### config.mk
export PLATFORM = sky130hd
export DESIGN_NAME = cam_cell_buffer
export DESIGN_NICKNAME = d
export VERILOG_FILES = /design/src/rtl/cellbuf_pkg.sv /design/src/rtl/cellbuf_ctrl.sv /design/src/rtl/cellbuf_datapath.sv /design/src/rtl/cam_cell_buffer.sv
export SDC_FILE = /design/constraint.sdc
export NUM_CORES = 1
export LEC_CHECK = 0
export ABC_AREA = 1
export BUFFER_PORTS_ARGS = -buffer_cell sky130_fd_sc_hd__clkbuf_2
export CAP_MARGIN = 5
export CORE_AREA = 2 2 125 127
export CTS_CLUSTER_SIZE = 16
export DETAILED_ROUTE_END_ITERATION = 8
export DIE_AREA = 0 0 127 129
export HOLD_SLACK_MARGIN = 0.06
export PLACE_DENSITY = 0.83
export SYNTH_ARGS = -nofsm -noshare
export SYNTH_HDL_FRONTEND = slang
export SYNTH_HIERARCHICAL = 1
export SYNTH_SLANG_ARGS = --single-unit
### constraint.sdc
create_clock -name clk -period 4.55 [get_ports clk]
set_clock_uncertainty 0.15 [all_clocks]
set_input_delay 0.6825 -clock clk [delete_from_list [all_inputs] [get_ports clk]]
set_output_delay 0.6825 -clock clk [all_outputs]
set_load 0.01 [all_outputs]
### src/rtl/cellbuf_pkg.sv
package cellbuf_pkg;
  // Strobes from the control to the datapath for one clock cycle.
  typedef struct packed {
    logic wrGo;  // store the offered cell this edge
    logic rdGo;  // search for the requested port's next cell this edge
  } bufStrobe_t;
endpackage

### src/rtl/cellbuf_ctrl.sv
module cellbuf_ctrl
  import cellbuf_pkg::*;
#(
  parameter int NPORTS = 4,
  parameter int SEQW   = 3,
  localparam int PORTW = $clog2(NPORTS)
) (
  input  logic             clk,
  input  logic             rst_n,
  input  logic             wrValid,
  input  logic [PORTW-1:0] wrPort,
  input  logic             rdValid,
  input  logic [PORTW-1:0] rdPort,
  input  logic             bufFull,
  input  logic             rdHit,
  output logic             wrReady,
  output bufStrobe_t       strobe,
  output logic [SEQW-1:0]  wrSeq,
  output logic [SEQW-1:0]  rdSeq
);

  // Per-port sequence RAMs: the next tag to write and the next tag to read.
  logic [SEQW-1:0] wSeqRam [NPORTS];
  logic [SEQW-1:0] rSeqRam [NPORTS];

  assign wrReady      = !bufFull;
  assign strobe.wrGo  = wrValid && !bufFull;
  assign strobe.rdGo  = rdValid;
  assign wrSeq        = wSeqRam[wrPort];
  assign rdSeq        = rSeqRam[rdPort];

  always_ff @(posedge clk) begin
    if (!rst_n) begin
      for (int p = 0; p < NPORTS; p++) begin
        wSeqRam[p] <= '0;
        rSeqRam[p] <= '0;
      end
    end else begin
      // A refused write or a missed read leaves the counters alone.
      if (strobe.wrGo)
        wSeqRam[wrPort] <= wSeqRam[wrPort] + 1'b1;
      if (strobe.rdGo && rdHit)
        rSeqRam[rdPort] <= rSeqRam[rdPort] + 1'b1;
    end
  end

endmodule

### src/rtl/cellbuf_datapath.sv
module cellbuf_datapath
  import cellbuf_pkg::*;
#(
  parameter int DEPTH = 8,
  parameter int CELLW = 16,
  parameter int PORTW = 2,
  parameter int SEQW  = 3,
  localparam int IDXW = (DEPTH > 1) ? $clog2(DEPTH) : 1
) (
  input  logic             clk,
  input  logic             rst_n,
  input  bufStrobe_t       strobe,
  input  logic [PORTW-1:0] wrPort,
  input  logic [SEQW-1:0]  wrSeq,
  input  logic [CELLW-1:0] wrCell,
  input  logic [PORTW-1:0] rdPort,
  input  logic [SEQW-1:0]  rdSeq,
  output logic             rdHit,
  output logic             bufFull,
  output logic             bufEmpty,
  output logic             outValid,
  output logic             outMiss,
  output logic [CELLW-1:0] outCell
);

  // Cell RAM and the tag array that labels each slot.
  logic [CELLW-1:0] cellRam  [DEPTH];
  logic [PORTW-1:0] tagPort  [DEPTH];
  logic [SEQW-1:0]  tagSeq   [DEPTH];
  logic [DEPTH-1:0] slotUsed;

  logic [DEPTH-1:0] matchVec;
  logic [DEPTH-1:0] freeVec;
  logic [IDXW-1:0]  matchIdx;
  logic [IDXW-1:0]  freeIdx;

  // One comparator per tag entry.
  for (genvar e = 0; e < DEPTH; e++) begin : g_tagCmp
    assign matchVec[e] = slotUsed[e] && (tagPort[e] == rdPort) && (tagSeq[e] == rdSeq);
    assign freeVec[e]  = !slotUsed[e];
  end

  // Lowest-index priority encoders for the match and free searches.
  always_comb begin
    matchIdx = '0;
    freeIdx  = '0;
    for (int e = DEPTH - 1; e >= 0; e--) begin
      if (matchVec[e]) matchIdx = IDXW'(e);
      if (freeVec[e])  freeIdx  = IDXW'(e);
    end
  end

  assign rdHit    = |matchVec;
  assign bufFull  = &slotUsed;
  assign bufEmpty = ~|slotUsed;

  // Occupancy: the slot a read frees becomes free only after this edge,
  // so it can never be chosen by a write in the same cycle.
  always_ff @(posedge clk) begin
    if (!rst_n) begin
      slotUsed <= '0;
    end else begin
      if (strobe.wrGo)
        slotUsed[freeIdx] <= 1'b1;
      if (strobe.rdGo && rdHit)
        slotUsed[matchIdx] <= 1'b0;
    end
  end

  always_ff @(posedge clk) begin
    if (strobe.wrGo) begin
      cellRam[freeIdx] <= wrCell;
      tagPort[freeIdx] <= wrPort;
      tagSeq[freeIdx]  <= wrSeq;
    end
  end

  // Registered read answer.
  always_ff @(posedge clk) begin
    if (!rst_n) begin
      outValid <= 1'b0;
      outMiss  <= 1'b0;
      outCell  <= '0;
    end else begin
      outValid <= strobe.rdGo && rdHit;
      outMiss  <= strobe.rdGo && !rdHit;
      if (strobe.rdGo && rdHit)
        outCell <= cellRam[matchIdx];
    end
  end

endmodule

### src/rtl/cam_cell_buffer.sv
module cam_cell_buffer
  import cellbuf_pkg::*;
#(
  parameter int NPORTS = 4,
  parameter int DEPTH  = 8,
  parameter int CELLW  = 16,
  parameter int SEQW   = 3,
  localparam int PORTW = $clog2(NPORTS)
) (
  input  logic             clk,
  input  logic             rst_n,
  input  logic             wrValid,
  output logic             wrReady,
  input  logic [PORTW-1:0] wrPort,
  input  logic [CELLW-1:0] wrCell,
  input  logic             rdValid,
  input  logic [PORTW-1:0] rdPort,
  output logic             outValid,
  output logic             outMiss,
  output logic [CELLW-1:0] outCell,
  output logic             full,
  output logic             empty
);

  bufStrobe_t      strobe;
  logic [SEQW-1:0] wrSeq;
  logic [SEQW-1:0] rdSeq;
  logic            rdHit;

  cellbuf_ctrl #(.NPORTS(NPORTS), .SEQW(SEQW)) u_ctrl (
    .clk(clk), .rst_n(rst_n),
    .wrValid(wrValid), .wrPort(wrPort),
    .rdValid(rdValid), .rdPort(rdPort),
    .bufFull(full), .rdHit(rdHit),
    .wrReady(wrReady), .strobe(strobe),
    .wrSeq(wrSeq), .rdSeq(rdSeq)
  );

  cellbuf_datapath #(.DEPTH(DEPTH), .CELLW(CELLW), .PORTW(PORTW), .SEQW(SEQW)) u_dp (
    .clk(clk), .rst_n(rst_n), .strobe(strobe),
    .wrPort(wrPort), .wrSeq(wrSeq), .wrCell(wrCell),
    .rdPort(rdPort), .rdSeq(rdSeq), .rdHit(rdHit),
    .bufFull(full), .bufEmpty(empty),
    .outValid(outValid), .outMiss(outMiss), .outCell(outCell)
  );

endmodule

==> impl_metrics.tcl, run 1 <==
set metrics [dict create \
    top_layer "met4" \
    fin_crit_sh 0.766 \
    grt_pass1_vias 6540 \
    critPathMaxStageDelay_ns 0.43 \
    start_util 0.647 \
    max-clock-path-buffers 3 \
    drc 0 \
    startpoint_type "input port" \
    die-area_sq_um 16400 \
    maxSlewHeadroom 0.546 \
    status "completed" \
    yosysUniqueCellTypes 33 \
    synth_top_family_by_area "simple AND/OR/NAND/NOR gates" \
    syn-cell-area_sq_um 9690 \
    drv_cap 0 \
    required_ns 4.77 \
    post-route-util 0.714 \
    rows 45 \
    grt_overflow_total 0 \
    synth_edf_count 192 \
    yosysTopAreaCell "edfxtp_1" \
    grt_start_max_net_pins 65 \
    syn_inst 946 \
    cpMaxStageDelayCell "nand2_2" \
    hold_class "input port to flop" \
    hold_viol 0 \
    crit_path_cell_trace "clkbuf_2, o21ai_0, o22ai_2, inv_2, nand2_1, nand2_1, nor2_1, nand3_1, nand2_1, nand2_4, nand2_1, nand2_2, nand2_2, buf_4, nor2_2, nor2_1, nand3_1, nand2_1, a21oi_2" \
    antenna_found_initial 0 \
    synth_compound_area_frac 0.0429 \
    grt_first_pass_wirelength_um 33800 \
    synth_mux_area_frac 0 \
    crit_path_end_kind "flop" \
    cpMostUsedCell "nand2_1" \
    p_per_area_nw_per_um2 388 \
    async_reset_ff_frac 0 \
    final_nets 1019 \
    die_h_um 129 \
    synth_commonest_cells "nand2_1 (220), edfxtp_1 (192), nor2_1 (129)" \
    syn2layout_area_growth_pct 10.3 \
    core_region_area_sq_um 15000 \
    vdd_drop_max_mv 0.283 \
    synth_xor_area_frac 0 \
    vias 6958 \
    drive_gt1_frac 0.158 \
    place_hpwl_um 13200 \
    path_clk_slew_ns 0.06 \
    total_leakage_power_nw 4.40 \
    synth_simple_gate_area_frac 0.232 \
    cts-resized-gates 0 \
    ios 45 \
    drt_iter0_markers 896 \
    post-route-min-period_ns 3.48 \
    ys_top_cells_by_area "edfxtp_1 (59%), nand2_1 (8.5%), dfxtp_1 (5.4%)" \
    cts_hold_buf 0 \
    rsz0062_at_grt "no" \
    worst-r2r-setup-slack_ns 1.35 \
    total_power_mw 4.14 \
    portBuffers 44 \
    synth.most_common_cell "nand2_1" \
    tightest_slew_ns 0.680 \
    arrival_ns 3.70 \
    syn_avg_cell_area_sq_um 10.2 \
    wl_met1_um 8670 \
    cts_sinks 218 \
    wl_met3_um 2360 \
    ys_warn_count 6 \
    seq_area_frac_synth 0.649 \
    wl_per_cell_um 18.1 \
    postCtsSetupBuffers 0 \
    ys_ff_latch 218 \
    ant_nets 0 \
    firstDrtPassIters 6 \
    fmax_ghz 0.287 \
    setup_viol 0 \
    dr_wl_met2_um 10100 \
    diodes 0 \
    wl_um 21700 \
    syn_nets 972 \
    h-tree-depth 1 \
    numCtsBuffers 22 \
    cp_max_fo 21 \
    final.setup.tns_ns 0 \
    synthAdderAreaFrac 0.00258 \
    root_buffer "clkbuf_16" \
    slew_viol_final 0 \
    track_usage 0.267 \
    critical_path_class "input port to flop" \
    cts_tree "yes" \
    gp_congestion 0.919 \
    clk_latency_ns 0.50 \
    synth_top_area_frac 0.595 \
    die_w_um 127 \
    vias_per_cell 5.81 \
    synth_flop_cell "edfxtp_1" \
]
[per-layer routing]
layer	vias to the layer above	global-route usage
met5	-	0
met3	52	0.0528
met1	3245	0.368
met2	404	0.426
li1	3257	-
met4	0	0.103
[cell usage in the layout, fill, tap and decap left out]
| master | n |
|---|---|
| edfxtp_1 | 192 |
| inv_6 | 1 |
| o221ai_1 | 1 |
| nand4_1 | 36 |
| clkbuf_16 | 23 |
| a21oi_1 | 9 |
| o21ai_1 | 4 |
| clkbuf_8 | 2 |
| nand3_4 | 1 |
| o22ai_2 | 2 |
| ha_1 | 2 |
| a21oi_2 | 11 |
| nand2_2 | 12 |
| clkbuf_2 | 44 |
| nor2_2 | 18 |
| buf_4 | 19 |
| a31oi_1 | 4 |
| nor2_1 | 121 |
| or2_1 | 1 |
| o211ai_1 | 3 |
| nand3_1 | 80 |
| nor2_4 | 3 |
| nand2_1 | 220 |
| dfxtp_1 | 26 |
| nand2_4 | 2 |
| inv_4 | 1 |
| clkinv_2 | 3 |
| clkbuf_1 | 8 |
| nand3_2 | 7 |
| o22ai_1 | 2 |
| inv_1 | 101 |
| o21ai_0 | 32 |
| clkinv_1 | 3 |
| clkinvlp_4 | 1 |
| nor3_1 | 5 |
| inv_2 | 9 |
[layout make-up]
type / count / area (sq um)
sequential: 218 / 6290
fill: 1015 / 4290
multi-input combinational: 576 / 2710
clock buffer: 33 / 633
inverter: 112 / 428
timing repair buffer: 63 / 363
tap: 188 / 235
clock inverter: 7 / 33.8
[sequential cells by signal, indices dropped and copies added, names as in the netlist]
name            flops
u_dp/tagSeq        24
u_dp/cellRam      128
u_dp/outCell       16
u_dp/slotUsed       8
u_ctrl/wSeqRam     12
u_dp/outValid       1
u_dp/tagPort       16
u_ctrl/rSeqRam     12
u_dp/outMiss        1
[power by group]
| group | total, mW | switching, mW | internal, mW |
|---|---|---|---|
| combinational | 0.241 | 0.177 | 0.0641 |
| sequential | 2.24 | 0.0146 | 2.22 |
| clock | 1.66 | 0.704 | 0.960 |
| total | 4.14 | 0.896 | 3.25 |
[final timing paths]
check,from,endpoint,cells after the start
min,wrCell[15],u_dp/cellRam[4][15],1
max reg2reg,u_ctrl/rSeqRam[2][1],u_dp/outCell[2],20
min reg2reg,u_dp/outCell[11],u_dp/outCell[11],2
max,rdPort[0],u_dp/outCell[2],19
[logic make-up after synthesis]
family                   Yosys count
adder cells (fa/ha/maj)            2
flip-flops                       218
buffers and inverters            152
AO/OA/AOI/OAI                     68
AND/OR/NAND/NOR                  506
[critical path: cells and delay by family]
kind | cells | cell delay [ns]
and+or+nand+nor | 13 | 1.61
buffers and inverters | 3 | 0.77
AOI/OAI and AO/OA | 3 | 0.61
[per-stage QoR]
step / hold WS (ns) / instance area [sq um] / instances / setup WS, ns
2_1_floorplan: 0.320 / 9690 / 946 / 1.64
3_3_place_gp: 0.347 / 10000 / 1157 / 0.807
3_5_place_dp: 0.376 / 10000 / 1157 / 0.645
4_1_cts: 0.297 / 10700 / 1197 / 1.16
5_1_grt: 0.317 / 10700 / 1197 / 0.778
6_report: 0.313 / 10700 / 1197 / 1.07
Note: power is estimated with default switching activity, not from simulation.
==> inputs of run 2 (changes only) <==
Settings changed: ABC_AREA 1 to 0, CORE_AREA 2 2 125 127 to 2 2 129 131, DIE_AREA 0 0 127 129 to 0 0 131 133, PLACE_DENSITY 0.83 to 0.75.
Clock period 4.55 ns to 3.05 ns, I/O delays scaled along.
==> run 2 against run 1 <==
Compared with the run above:
- the flow now finishes with violations (setup timing)
- synthesized cell count decreased by 40%
- via count decreased by 18%
- worst hold slack got worse by 0.23 ns
- non-clock buffer count increased by 69
- critical path depth decreased by 8
- power increased by 54%
- critical path type is now flop to flop
- largest power group unchanged
- highest routed layer unchanged
==> impl_metrics.tcl, run 2 <==
set metrics [dict create \
    synth_flop_cell "edfxtp_1" \
    ant_nets 0 \
    grt_overflow_total 0 \
    setup_ws_ns -0.329 \
    required_ns 3.28 \
    yosysTopAreaCell "edfxtp_1" \
    grt_first_pass_wirelength_um 32000 \
    wl_um 21600 \
    r2r_start "u_ctrl/rSeqRam[3][2]" \
    portBuffers 44 \
    holdWs_ns 0.0855 \
    syn-cell-area_sq_um 8670 \
    synth_top_area_frac 0.665 \
    vias_per_cell 6.15 \
    track_usage 0.242 \
    cts_sinks 218 \
    clk_latency_ns 0.50 \
    seq_area_sq_um 6290 \
    multiInputGateArea_sq_um 2520 \
    seq_area_frac_synth 0.725 \
    antenna_found_initial 0 \
    critical_path_class "flop to flop" \
    synth.most_common_cell "edfxtp_1" \
    die_w_um 131 \
    ios 45 \
    syn_avg_cell_area_sq_um 15.3 \
    regMostFlops "u_dp/cellRam" \
    start_util 0.536 \
    total_power_mw 6.39 \
    path_clk_slew_ns 0.06 \
    min_to "u_dp/cellRam[7][8]" \
    vdd_drop_max_mv 0.394 \
    ys_warn_count 6 \
    final_nets 719 \
    layout.cells.non_filler 928 \
    syn_inst 566 \
    hold_depth 1 \
    max-clock-path-buffers 3 \
    diodes 0 \
    maxSlewHeadroom 0.479 \
    dp_slack_ns -0.679 \
    grt_pass1_vias 5722 \
    violations "setup timing" \
    post-route-util 0.678 \
    timing.rr.end "u_dp/outCell[9]" \
    fin_crit_sh 1.11 \
    slew_viol_final 0 \
    syn_nets 592 \
    status "finished, violations left" \
    ys_top_cells_by_area "edfxtp_1 (66%), dfxtp_1 (6.0%), xor2_1 (2.7%)" \
    async_reset_ff_frac 0 \
    post-route-min-period_ns 3.38 \
    core_region_area_sq_um 16200 \
    drc 0 \
    yosysUniqueCellTypes 51 \
    synth_edf_count 192 \
    h-tree-depth 1 \
    largest_reg_flops 128 \
    crit_path_end_kind "flop" \
    nFillCells 1039 \
    drt_iter0_markers 728 \
    p_per_area_nw_per_um2 583 \
    reg.largest.list "u_dp/cellRam: 128 flops, u_dp/tagSeq: 24 flops" \
    ys_ff_latch 218 \
    die-area_sq_um 17400 \
    worstHoldStart "wrCell[8]" \
    cp_max_fo 7 \
    rsz0062_at_grt "yes" \
    die_h_um 133 \
    total_leakage_power_nw 3.98 \
    dpl.cell_count 860 \
    ff2ff_path_depth 11 \
    rows 47 \
    arrival_ns 3.61 \
    setup_viol 46 \
    place_hpwl_um 12100 \
    fmax_ghz 0.296 \
    drive_gt1_frac 0.329 \
    hold_viol 0 \
    grt_start_max_net_pins 20 \
    hold_class "input port to flop" \
    root_buffer "clkbuf_16" \
    numCtsBuffers 22 \
    drv_cap 0 \
    tightest_slew_ns 0.780 \
    cts_tree "yes" \
    vias 5703 \
    worst-r2r-setup-slack_ns -0.33 \
    startpoint_type "flop" \
    gp_congestion 0.926 \
    layout.cells.most_common "edfxtp_1" \
    wl_per_cell_um 23.3 \
    syn2layout_area_growth_pct 26.4 \
    firstDrtPassIters 8 \
    synth_commonest_cells "edfxtp_1 (192), nand2_1 (57), xor2_1 (27)" \
    final_cell_mix "edfxtp_1 (192), buf_4 (63), nand2_1 (50), clkbuf_2 (44), dfxtp_1 (26)" \
]
## run 2: worst max-delay path, cell delays in order (launching register included)
cell and delay, ns:
edfxtp_1 0.43, mux4_2 0.63, buf_4 0.19, xor2_1 0.15, nor4_1 0.23, and3_1 0.27, nor2_4 0.05, and3b_2 0.30
buf_12 0.17, a222oi_1 0.31, a21oi_1 0.13, a211o_1 0.25
## run 2: worst max-delay path by stage
stage,start,to,slack (ns)
2_1_floorplan,rdPort[0],u_dp/outCell[2],-0.11
3_3_place_gp,rdPort[0],u_dp/outCell[9],-0.51
3_5_place_dp,rdPort[0],u_dp/outCell[9],-0.68
4_1_cts,u_ctrl/rSeqRam[2][0],u_dp/outCell[8],-0.19
5_1_grt,u_ctrl/rSeqRam[3][2],u_dp/outCell[14],-0.41
6_report,u_ctrl/rSeqRam[3][2],u_dp/outCell[9],-0.33
## run 2: kinds of logic after synthesis
| logic type | Yosys count | synth area share |
|---|---|---|
| buffers and inverters | 37 | 0.0307 |
| xor gates and xnor gates | 46 | 0.0465 |
| DFF | 218 | 0.725 |
| AOI/OAI and AO/OA | 109 | 0.0899 |
| adders and majority gates | 2 | 0.00289 |
| and+or+nand+nor | 146 | 0.0864 |
| muxes | 8 | 0.0188 |
## run 2: timing repair
item | CTS | global route
gates resized for setup | 36 | 36
gates cloned | 5 | 2
endpoints found under the hold margin | 0 | 0
pin swaps | 24 | 22
setup endpoints to repair | 45 | 46
setup buffers | 17 | 5
hold buffers | 0 | 0
## run 2: cell type report
| type | count | area share |
|---|---|---|
| Clock buffer | 32 | 0.0565 |
| Clock inverter | 7 | 0.00993 |
| Inverter | 6 | 0.00205 |
| Multi-Input combinational cell | 313 | 0.230 |
| Sequential cell | 218 | 0.574 |
| Tap cell | 220 | 0.0251 |
| Timing Repair Buffer | 132 | 0.103 |
## run 2: metrics by stage
stage | TNS (ns) | area, sq um
2_1_floorplan | -1.52 | 8740
3_3_place_gp | -16.38 | 9560
3_5_place_dp | -23.47 | 9560
4_1_cts | -2.75 | 10700
5_1_grt | -9.82 | 11000
6_report | -6.42 | 11000
## run 2: power breakdown
group / switching (mW) / internal (mW) / total (mW)
logic: 0.208 / 0.127 / 0.335
registers: 0.0264 / 3.31 / 3.34
clock network: 1.05 / 1.66 / 2.71
total: 1.29 / 5.10 / 6.39
## run 2: layer usage
metal / track usage / vias to the layer above / routed length, um
li1: - / 2476 / -
met1: 0.332 / 2849 / 8400
met2: 0.399 / 319 / 10700
met3: 0.0408 / 59 / 1810
met4: 0.0751 / 0 / 637
met5: 0 / - / 0
==> inputs of run 3 (changes only) <==
Settings changed: ABC_AREA 0 to 1, CORE_AREA 2 2 129 131 to 2 2 136 138, DIE_AREA 0 0 131 133 to 0 0 138 140.
==> run 3 against run 2 <==
Compared with the run above:
- the run now ends clean
- power rose by 2.6%
- via count rose by 20%
- critical path type unchanged
- combinational power grew 12%
- largest power group unchanged
- setup slack better by 0.44 ns
==> impl_metrics.tcl, run 3 (synthesized netlist as in run 1, its figures left out) <==
set metrics [dict create \
    final_cell_mix "nand2_1 (220), edfxtp_1 (192), nor2_1 (121), inv_1 (101), nand3_1 (80)" \
    wl_um 22400 \
    h-tree-depth 1 \
    ios 45 \
    tightest_slew_ns 0.881 \
    hold_class "input port to flop" \
    final_design_area_no_fill_sq_um 11100 \
    track_usage 0.227 \
    placed_area_sq_um 10300 \
    startpoint_type "flop" \
    required_ns 3.09 \
    crit_path_end_kind "flop" \
    cts_sinks 218 \
    critical_path_class "flop to flop" \
    max-clock-path-buffers 3 \
    core_region_area_sq_um 17800 \
    final.setup.tns_ns 0 \
    ant_nets 0 \
    die-area_sq_um 19300 \
    gp_congestion 0.896 \
    grt_first_pass_wirelength_um 34600 \
    cts_hold_buf 0 \
    arrival_ns 2.98 \
    vdd_drop_max_mv 0.391 \
    p_int_mw 5.16 \
    status "completed" \
    grt_pass1_vias 6337 \
    syn2layout_area_growth_pct 14.9 \
    die_w_um 138 \
    fmax_ghz 0.341 \
    total_power_mw 6.56 \
    drc 0 \
    cts_tree "yes" \
    setup_viol 0 \
    firstDrtPassIters 6 \
    ff2ff_path_depth 10 \
    total_leakage_power_nw 4.61 \
    vias_per_cell 5.43 \
    regMostFlops "u_dp/cellRam" \
    drive_gt1_frac 0.182 \
    seq_area_sq_um 6290 \
    holdWs_ns 0.0758 \
    multiInputGateArea_sq_um 2720 \
    rows 49 \
    path_clk_slew_ns 0.06 \
    clk_latency_ns 0.51 \
    cpMaxStageDelayCell "nor2_2" \
    seqPwrFrac 0.509 \
    power_switching_mw 1.40 \
    dr_wl_met2_um 10200 \
    fin_crit_sh 0.963 \
    nFillCells 1404 \
    combPwrFrac 0.057 \
    portBuffers 44 \
    wl_met3_um 1960 \
    crit_start "u_dp/slotUsed[1]" \
    final_nets 1045 \
    endpoint "u_dp/cellRam[3][7]" \
    timing.rr.end "u_dp/cellRam[3][7]" \
    diodes 0 \
    drv_cap 0 \
    p_clk_frac 0.434 \
    wl_per_cell_um 17.7 \
    drt_iter0_markers 747 \
    top_layer "met4" \
    reg.largest.list "u_dp/cellRam: 128 flops, u_dp/tagSeq: 24 flops" \
    crit_path_cell_trace "nand2_1, nor3_1, inv_1, nor2_1, nor2_4, inv_1, a21oi_1, nand2_1, nor2_2, buf_4" \
    p_per_area_nw_per_um2 589 \
    place_hpwl_um 14200 \
    rsz0062_at_grt "no" \
    die_h_um 140 \
    largest_reg_flops 128 \
    numCtsBuffers 23 \
    hold_viol 0 \
    worst-r2r-setup-slack_ns 0.11 \
    r2r_start "u_dp/slotUsed[1]" \
    vias 6870 \
    slew_viol_final 0 \
    swShare 0.213 \
    grt_start_max_net_pins 65 \
    start_util 0.545 \
    layout.cells.most_common "nand2_1" \
    maxSlewHeadroom 0.412 \
    wl_met1_um 9900 \
    cp_max_fo 12 \
    antenna_found_initial 0 \
    critPathMaxStageDelay_ns 0.70 \
    post-route-min-period_ns 2.94 \
    grt_overflow_total 0 \
    root_buffer "clkbuf_16" \
]
==> run 3: changes by cell type in the layout (fill, tap and decap cells not counted), sizes merged, moves of 29 or more <==
cell / delta
buf: -44
inv: +108
nor2: +122
nand4: +29
nand2: +177
nand3: +78
==> run 3: worst max-delay path, delay by kind of cell, from the launching register on <==
family	cells	cell delay [ns]
buffers and inverters	3	0.55
AOI/OAI and AO/OA	1	0.19
DFF	1	0.38
and+or+nand+nor	6	1.34
==> run 3: layout make-up <==
cell class | instances | share of cell area
clock buffers | 28 | 0.0534
clock inverters | 14 | 0.0161
inverters | 112 | 0.0384
multi-input cells | 576 | 0.244
flip-flops and latches | 218 | 0.565
well taps | 229 | 0.0257
repair buffers | 88 | 0.0578
==> run 3: worst min-delay path by stage <==
stage	startpoint	endpoint	slack [ns]	depth (start not counted)
after global placement	u_dp/outCell[0]	u_dp/outCell[0]	0.37	2
after floorplan	u_dp/slotUsed[0]	u_dp/slotUsed[0]	0.32	2
after CTS	wrCell[4]	u_dp/cellRam[1][4]	0.07	1
after global routing	wrCell[4]	u_dp/cellRam[1][4]	0.08	1
final	wrCell[4]	u_dp/cellRam[0][4]	0.08	1
after detailed placement	u_dp/outCell[0]	u_dp/outCell[0]	0.38	2
==> run 3: through the flow <==
step                      instances   util  worst slack [ns]
after floorplan                 946      -             0.361
after global placement         1221  0.580            0.0573
after detailed placement       1221  0.580          -0.00646
after CTS                      1263  0.624             0.164
after global routing           1265  0.626           0.00930
final                          1265  0.626             0.113
==> run 3: what timing repair did <==
item	CTS	global route
gates resized for setup	0	3
endpoints found under the setup margin	0	3
buffers inserted	0	1
==> run 3: layer usage <==
metal | vias to the layer above | GRT usage
met1 | 3214 | 0.341
met2 | 302 | 0.349
met3 | 38 | 0.0397
li1 | 3316 | -
met5 | - | 0
met4 | 0 | 0.0569
==> run 3: power groups by stage <==
stage | Clock, mW | Sequential, mW | Combinational (mW)
2_1_floorplan | 0 | 3.40 | 0.230
6_report | 2.84 | 3.34 | 0.374
3_5_place_dp | 0 | 3.40 | 0.364
5_1_grt | 3.00 | 3.34 | 0.417
3_3_place_gp | 0 | 3.40 | 0.357
4_1_cts | 2.87 | 3.34 | 0.368
